## src/rtl/tlc_pkg.sv

```systemverilog
package tlc_pkg;

  typedef enum logic [1:0] {
    PH_HWY_GO    = 2'd0,
    PH_HWY_WARN  = 2'd1,
    PH_FARM_GO   = 2'd2,
    PH_FARM_WARN = 2'd3
  } phase_t;

  localparam logic [1:0] LAMP_GREEN  = 2'b00;
  localparam logic [1:0] LAMP_YELLOW = 2'b01;
  localparam logic [1:0] LAMP_RED    = 2'b10;

  typedef struct packed {
    logic [1:0] hwy;
    logic [1:0] farm;
  } lamps_t;

  function automatic lamps_t lamps_for(phase_t p);
    lamps_t l;
    case (p)
      PH_HWY_GO:    begin l.hwy = LAMP_GREEN;  l.farm = LAMP_RED;    end
      PH_HWY_WARN:  begin l.hwy = LAMP_YELLOW; l.farm = LAMP_RED;    end
      PH_FARM_GO:   begin l.hwy = LAMP_RED;    l.farm = LAMP_GREEN;  end
      default:      begin l.hwy = LAMP_RED;    l.farm = LAMP_YELLOW; end
    endcase
    return l;
  endfunction

endpackage

```

## src/rtl/tlc_interval_timer.sv

```systemverilog
module tlc_interval_timer #(
  parameter int SHORT_CYCLES = 3,
  parameter int LONG_CYCLES  = 8
) (
  input  logic clk,
  input  logic rst,
  input  logic restart,
  output logic short_done,
  output logic long_done
);
  localparam int CNT_W = $clog2(LONG_CYCLES + 1);
  localparam logic [CNT_W-1:0] SHORT_V = CNT_W'(SHORT_CYCLES);
  localparam logic [CNT_W-1:0] LONG_V  = CNT_W'(LONG_CYCLES);

  logic [CNT_W-1:0] cnt;

  // Saturating counter; cleared by reset or by a phase change.
  always_ff @(posedge clk) begin
    if (rst || restart) begin
      cnt <= '0;
    end else if (cnt != LONG_V) begin
      cnt <= cnt + 1'b1;
    end
  end

  assign short_done = (cnt >= SHORT_V);
  assign long_done  = (cnt >= LONG_V);

  AST_CNT_BOUND: assert property (@(posedge clk) disable iff (rst)
    cnt <= LONG_V);
  AST_RESTART_CLEARS: assert property (@(posedge clk) disable iff (rst)
    restart |=> !short_done);
  AST_SHORT_FIRST: assert property (@(posedge clk) disable iff (rst)
    long_done |-> short_done);

endmodule

```

## src/rtl/tlc_phase_fsm.sv

```systemverilog
module tlc_phase_fsm
  import tlc_pkg::*;
(
  input  logic   clk,
  input  logic   rst,
  input  logic   farm_car,
  input  logic   short_done,
  input  logic   long_done,
  output phase_t phase,
  output phase_t phase_nxt,
  output logic   go
);

  always_comb begin
    phase_nxt = phase;
    go        = 1'b0;
    case (phase)
      PH_HWY_GO:    if (farm_car && long_done)  begin phase_nxt = PH_HWY_WARN;  go = 1'b1; end
      PH_HWY_WARN:  if (short_done)             begin phase_nxt = PH_FARM_GO;   go = 1'b1; end
      PH_FARM_GO:   if (long_done || !farm_car) begin phase_nxt = PH_FARM_WARN; go = 1'b1; end
      default:      if (short_done)             begin phase_nxt = PH_HWY_GO;    go = 1'b1; end
    endcase
  end

  always_ff @(posedge clk) begin
    if (rst) phase <= PH_HWY_GO;
    else     phase <= phase_nxt;
  end

  AST_HWY_MIN_GREEN: assert property (@(posedge clk) disable iff (rst)
    (phase == PH_HWY_GO && !long_done) |=> (phase == PH_HWY_GO));
  AST_HWY_YELLOW_HOLD: assert property (@(posedge clk) disable iff (rst)
    (phase == PH_HWY_WARN && !short_done) |=> (phase == PH_HWY_WARN));
  AST_FARM_DROP_EXIT: assert property (@(posedge clk) disable iff (rst)
    (phase == PH_FARM_GO && !farm_car) |=> (phase == PH_FARM_WARN));
  AST_FARM_MAX_GREEN: assert property (@(posedge clk) disable iff (rst)
    (phase == PH_FARM_GO && long_done) |=> (phase == PH_FARM_WARN));
  AST_NO_CAR_STAY: assert property (@(posedge clk) disable iff (rst)
    (phase == PH_HWY_GO && !farm_car) |=> (phase == PH_HWY_GO));

endmodule

```

## src/rtl/tlc_lamp_reg.sv

```systemverilog
module tlc_lamp_reg
  import tlc_pkg::*;
(
  input  logic       clk,
  input  logic       rst,
  input  phase_t     phase_nxt,
  input  logic       go,
  output logic [1:0] hwy_light,
  output logic [1:0] farm_light,
  output logic       start_flag
);
  lamps_t lamps_d;
  assign lamps_d = lamps_for(phase_nxt);

  always_ff @(posedge clk) begin
    if (rst) begin
      hwy_light  <= LAMP_GREEN;
      farm_light <= LAMP_RED;
      start_flag <= 1'b0;
    end else begin
      hwy_light  <= lamps_d.hwy;
      farm_light <= lamps_d.farm;
      start_flag <= go;
    end
  end

  AST_LEGAL_CODES: assert property (@(posedge clk) disable iff (rst)
    (hwy_light != 2'b11) && (farm_light != 2'b11));

endmodule

```

## src/rtl/tlc_junction_ctrl.sv

```systemverilog
module tlc_junction_ctrl
  import tlc_pkg::*;
#(
  parameter int SHORT_CYCLES = 3,
  parameter int LONG_CYCLES  = 8
) (
  input  logic       clk,
  input  logic       rst,
  input  logic       farm_car,
  output logic [1:0] hwy_light,
  output logic [1:0] farm_light,
  output logic       timer_start
);
  phase_t phase, phase_nxt;
  logic   go, short_done, long_done;

  tlc_interval_timer #(
    .SHORT_CYCLES (SHORT_CYCLES),
    .LONG_CYCLES  (LONG_CYCLES)
  ) u_timer (
    .clk        (clk),
    .rst        (rst),
    .restart    (go),
    .short_done (short_done),
    .long_done  (long_done)
  );

  tlc_phase_fsm u_fsm (
    .clk        (clk),
    .rst        (rst),
    .farm_car   (farm_car),
    .short_done (short_done),
    .long_done  (long_done),
    .phase      (phase),
    .phase_nxt  (phase_nxt),
    .go         (go)
  );

  tlc_lamp_reg u_lamps (
    .clk        (clk),
    .rst        (rst),
    .phase_nxt  (phase_nxt),
    .go         (go),
    .hwy_light  (hwy_light),
    .farm_light (farm_light),
    .start_flag (timer_start)
  );

  AST_ONE_ROAD_MOVES: assert property (@(posedge clk) disable iff (rst)
    (hwy_light == LAMP_RED) || (farm_light == LAMP_RED));
  AST_START_ON_CHANGE: assert property (@(posedge clk) disable iff (rst)
    timer_start == ({hwy_light, farm_light} != $past({hwy_light, farm_light})));
  AST_LAMPS_TRACK_PHASE: assert property (@(posedge clk) disable iff (rst)
    {hwy_light, farm_light} == lamps_for(phase));

endmodule

```

## config.mk

```make
export PLATFORM = sky130hd
export DESIGN_NAME = tlc_junction_ctrl
export DESIGN_NICKNAME = d
export VERILOG_FILES = /design/src/rtl/tlc_pkg.sv /design/src/rtl/tlc_interval_timer.sv /design/src/rtl/tlc_phase_fsm.sv /design/src/rtl/tlc_lamp_reg.sv /design/src/rtl/tlc_junction_ctrl.sv
export SDC_FILE = /design/constraint.sdc
export NUM_CORES = 1
export LEC_CHECK = 0
export BUFFER_PORTS_ARGS = -buffer_cell sky130_fd_sc_hd__buf_2
export CORE_AREA = 10 10 53 55
export DETAILED_ROUTE_END_ITERATION = 8
export DIE_AREA = 0 0 63 65
export PLACE_DENSITY_LB_ADDON = 0.05
export REMOVE_ABC_BUFFERS = 1
export SYNTH_ARGS = -nofsm -noshare
export SYNTH_HDL_FRONTEND = slang
export SYNTH_SLANG_ARGS = --single-unit
```

## constraint.sdc

```tcl
create_clock -name clk -period 3.5 [get_ports clk]
set_input_delay 0.7 -clock clk [delete_from_list [all_inputs] [get_ports clk]]
set_output_delay 0.7 -clock clk [all_outputs]
set_load 0.01 [all_outputs]
```

==> run_summary.xml <==
<?xml version="1.0" encoding="UTF-8"?>
<metrics>
  <group name="setup_path">
    <metric name="cp.required" unit="ns">3.72</metric>
    <metric name="setup.reg_to_reg.worst_slack" unit="ns">1.99</metric>
    <metric name="setup.worst_path.end_class" unit="">flip-flop</metric>
    <metric name="reg2reg_to" unit="">u_timer.cnt[0]</metric>
    <metric name="start_kind" unit="">flip-flop</metric>
    <metric name="critical-path-top-delay-family" unit="">simple AND/OR/NAND/NOR gates</metric>
    <metric name="cells_on_worst_reg2reg_path" unit="">4</metric>
    <metric name="delay_of_the_slowest_critical_path_stage" unit="ns">0.47</metric>
    <metric name="critPathLaunch" unit="">u_timer.cnt[0]</metric>
    <metric name="reg2reg_from" unit="">u_timer.cnt[0]</metric>
    <metric name="cp.arrival" unit="ns">1.73</metric>
    <metric name="worst-setup-path-type" unit="">flip-flop to flip-flop</metric>
    <metric name="crit_path_top_delay_cell" unit="">or4b_1</metric>
    <metric name="crit_buf_inv" unit="">0</metric>
    <metric name="critical_path_peak_fanout" unit="">4</metric>
    <metric name="crit_path_cell_chain" unit="">ha_1, or4b_1, o22a_1, nor2_1</metric>
  </group>
  <group name="logic_synthesis">
    <metric name="synthCells" unit="">43</metric>
    <metric name="part_of_the_yosys_area_used_for_sequential_elements" unit="">0.516</metric>
    <metric name="synth.distinct_cells" unit="">19</metric>
    <metric name="ys_flop_type" unit="">dfxtp_1</metric>
    <metric name="yosys_register_bits" unit="">11</metric>
    <metric name="ys_top_cells_by_area" unit="">dfxtp_1 (52%), nor2_1 (7.0%), xor2_1 (6.2%), ha_1 (5.9%), or2_2 (2.9%)</metric>
    <metric name="synth_top_area_share" unit="">0.516</metric>
    <metric name="synth_largest_area_cell" unit="">dfxtp_1</metric>
    <metric name="yosys_synthesis_warning_count" unit="">0</metric>
    <metric name="synth-edff-count" unit="">0</metric>
    <metric name="yosys-top-cells-count" unit="">dfxtp_1 (11), nor2_1 (8), xor2_1 (3)</metric>
    <metric name="syn_area" unit="sq um">427</metric>
    <metric name="synth_area_per_cell" unit="sq um">9.92</metric>
    <metric name="async_s_r_ff_share_synth" unit="">0</metric>
    <metric name="post-synth-top-count-cell" unit="">dfxtp_1</metric>
  </group>
  <group name="drt">
    <metric name="initialDrtViolationCount" unit="">2</metric>
    <metric name="vias" unit="">331</metric>
    <metric name="drt.antenna.violating_nets" unit="">0</metric>
    <metric name="via_per_instance_ratio" unit="">4.09</metric>
    <metric name="initial_drt_pass_iterations" unit="">2</metric>
    <metric name="drc" unit="">0</metric>
    <metric name="wl_per_cell" unit="um">10.3</metric>
    <metric name="routed_wl" unit="um">834</metric>
  </group>
  <group name="timing">
    <metric name="period_minus_slack" unit="ns">1.51</metric>
    <metric name="final-max-slew-violation-count" unit="">0</metric>
    <metric name="max_slew_margin" unit="">0.769</metric>
    <metric name="fmaxAchievable" unit="MHz">662</metric>
    <metric name="finalSetupTns" unit="ns">0</metric>
    <metric name="finalClockSkew" unit="ns">0.00405</metric>
    <metric name="setup_viol" unit="">0</metric>
    <metric name="worstMarginPinSlew" unit="ns">0.343</metric>
    <metric name="hold_viol" unit="">0</metric>
    <metric name="finalCritPeriodShare" unit="">0.432</metric>
    <metric name="unrepaired_setup_endpoints_after_global_routing" unit="">no</metric>
  </group>
  <group name="finish">
    <metric name="layout_overhead_on_the_synthesized_area" unit="%">22.3</metric>
    <metric name="num-fill-cells" unit="">203</metric>
    <metric name="final_core_utilization" unit="">0.280</metric>
    <metric name="design.final.nets" unit="">60</metric>
    <metric name="drive_above_1_share" unit="">0.241</metric>
    <metric name="ff_latch_area" unit="sq um">220</metric>
    <metric name="n_antenna_cell" unit="">0</metric>
    <metric name="multi_input_comb_area" unit="sq um">199</metric>
  </group>
  <group name="worst_hold_path">
    <metric name="hold_depth" unit="">2</metric>
    <metric name="min_path_type" unit="">flip-flop to flip-flop</metric>
    <metric name="worst_hold_path.endpoint" unit="">u_lamps.farm_light[0]</metric>
    <metric name="hold_start" unit="">u_fsm.phase[1]</metric>
  </group>
  <group name="global_route">
    <metric name="grt_antenna_before_repair" unit="">0</metric>
    <metric name="grt_first_pass_wirelength" unit="um">1570</metric>
    <metric name="grt_start_max_net_pins" unit="">7</metric>
    <metric name="grt_pass1_vias" unit="">359</metric>
    <metric name="grt-ovfl-total" unit="">0</metric>
    <metric name="groute.usage.overall" unit="">0.0493</metric>
  </group>
  <group name="floorplanning">
    <metric name="dieHeight" unit="um">65</metric>
    <metric name="die_area" unit="sq um">4100</metric>
    <metric name="io_pins" unit="">8</metric>
    <metric name="initial_standard_cell_utilization_of_the_core" unit="">0.229</metric>
    <metric name="core-area" unit="sq um">1860</metric>
    <metric name="fp.dieW" unit="um">63</metric>
    <metric name="placement_rows" unit="">16</metric>
  </group>
  <group name="cts">
    <metric name="post_cts_resize_count" unit="">0</metric>
    <metric name="cts.path.max_buffers" unit="">2</metric>
    <metric name="cts_num_sinks" unit="">11</metric>
    <metric name="path_clk_slew" unit="ns">0.07</metric>
    <metric name="cts_hold_repair.buffers" unit="">0</metric>
    <metric name="numCtsBuffers" unit="">3</metric>
    <metric name="post-cts-setup-buffers" unit="">0</metric>
    <metric name="clock_latency" unit="ns">0.27</metric>
    <metric name="tritoncts" unit="">done</metric>
    <metric name="buffer_cell_driving_the_clock_tree_root" unit="">clkbuf_4</metric>
    <metric name="h_tree_level_count" unit="">1</metric>
  </group>
  <group name="pwr">
    <metric name="fin_total_pwr" unit="uW">242</metric>
    <metric name="p_leak" unit="uW">0.000240</metric>
    <metric name="cellPowerDensity" unit="nW/um^2">464</metric>
    <metric name="vdd_ir_drop_max" unit="mV">0.153</metric>
  </group>
  <group name="run">
    <metric name="max_cap_viol_count" unit="">0</metric>
  </group>
  <group name="placed_design">
    <metric name="final_weighted_congestion_of_routability_driven_global_placement" unit="">0.705</metric>
    <metric name="io_buffer_count" unit="">7</metric>
  </group>
  <group name="status">
    <metric name="run_status" unit="">finished clean</metric>
  </group>
</metrics>
[where the power goes]
part	leakage, uW	switching (uW)	total [uW]	internal, uW
clock	0.0000150	45.5	89.6	44.2
sequential	0.0000893	5.01	134	129
combinational	0.000136	9.31	18.3	8.96
total	0.000240	59.8	242	182
[flip-flops by register name, summed over array words and instances (netlist names)]
name / count
u_timer.cnt: 4
u_lamps.hwy_light: 2
u_lamps.start_flag: 1
u_fsm.phase: 2
u_lamps.farm_light: 2
[final cells by class]
cell class / instances / share of cell area
Clock buffer: 4 / 0.0504
Sequential cell: 11 / 0.422
Multi-Input combinational cell: 30 / 0.381
Tap cell: 27 / 0.0647
Timing Repair Buffer: 7 / 0.0671
Inverter: 2 / 0.0144
[placed cells by master (no fill, tap or decap), drive strengths merged]
cell,Yosys,layout
a21oi,1,1
inv,2,2
nand2,2,2
nor3,2,2
xor2,3,3
nor2b,1,1
ha,2,2
nand3,1,1
o21bai,1,1
or4b,1,1
clkbuf,0,4
xnor2,1,1
o31ai,1,1
dfxtp,11,11
nand3b,1,1
buf,0,7
or2,2,2
mux2i,1,1
o22a,1,1
mux2,1,1
nor2,8,8
[logic make-up after synthesis]
| group | after synthesis | share of synthesized area |
|---|---|---|
| AO/OA/AOI/OAI | 4 | 0.0675 |
| XOR/XNOR | 4 | 0.0821 |
| adder cells (fa/ha/maj) | 2 | 0.0586 |
| buffers and inverters | 2 | 0.0176 |
| flip-flops | 11 | 0.516 |
| multiplexers | 2 | 0.0499 |
| AND/OR/NAND/NOR | 18 | 0.208 |
[metal layers]
| metal | GRT usage | share of wire |
|---|---|---|
| met5 | 0 | 0 |
| met2 | 0.0761 | 0.45 |
| met1 | 0.0475 | 0.41 |
| met4 | 0.0335 | 0.026 |
| met3 | 0.0326 | 0.11 |
[through the flow]
step	hold slack (ns)	cells	setup slack, ns	cell area (sq um)
after floorplan	0.450	43	2.08	427
after global placement	0.486	77	1.94	495
after detailed placement	0.483	77	1.92	495
after CTS	0.494	81	1.98	522
after global routing	0.513	81	1.87	522
final	0.491	81	1.99	522
[worst max path at each step]
stage                     depth (start not counted)  slack [ns]                    end
after detailed placement                          4        1.92     u_lamps.start_flag
after CTS                                         4        1.98         u_timer.cnt[0]
after global placement                            4        1.94   u_lamps.hwy_light[0]
after floorplan                                   3        2.08   u_lamps.hwy_light[0]
after global routing                              4        1.87  u_lamps.farm_light[1]
final                                             4        1.99         u_timer.cnt[0]
[worst reg2reg max path, stage by stage (launching register included)]
cell,delay (ns)
dfxtp_1,0.35
ha_1,0.26
or4b_1,0.47
o22a_1,0.26
nor2_1,0.12
Power figures use the tool's default switching activity.
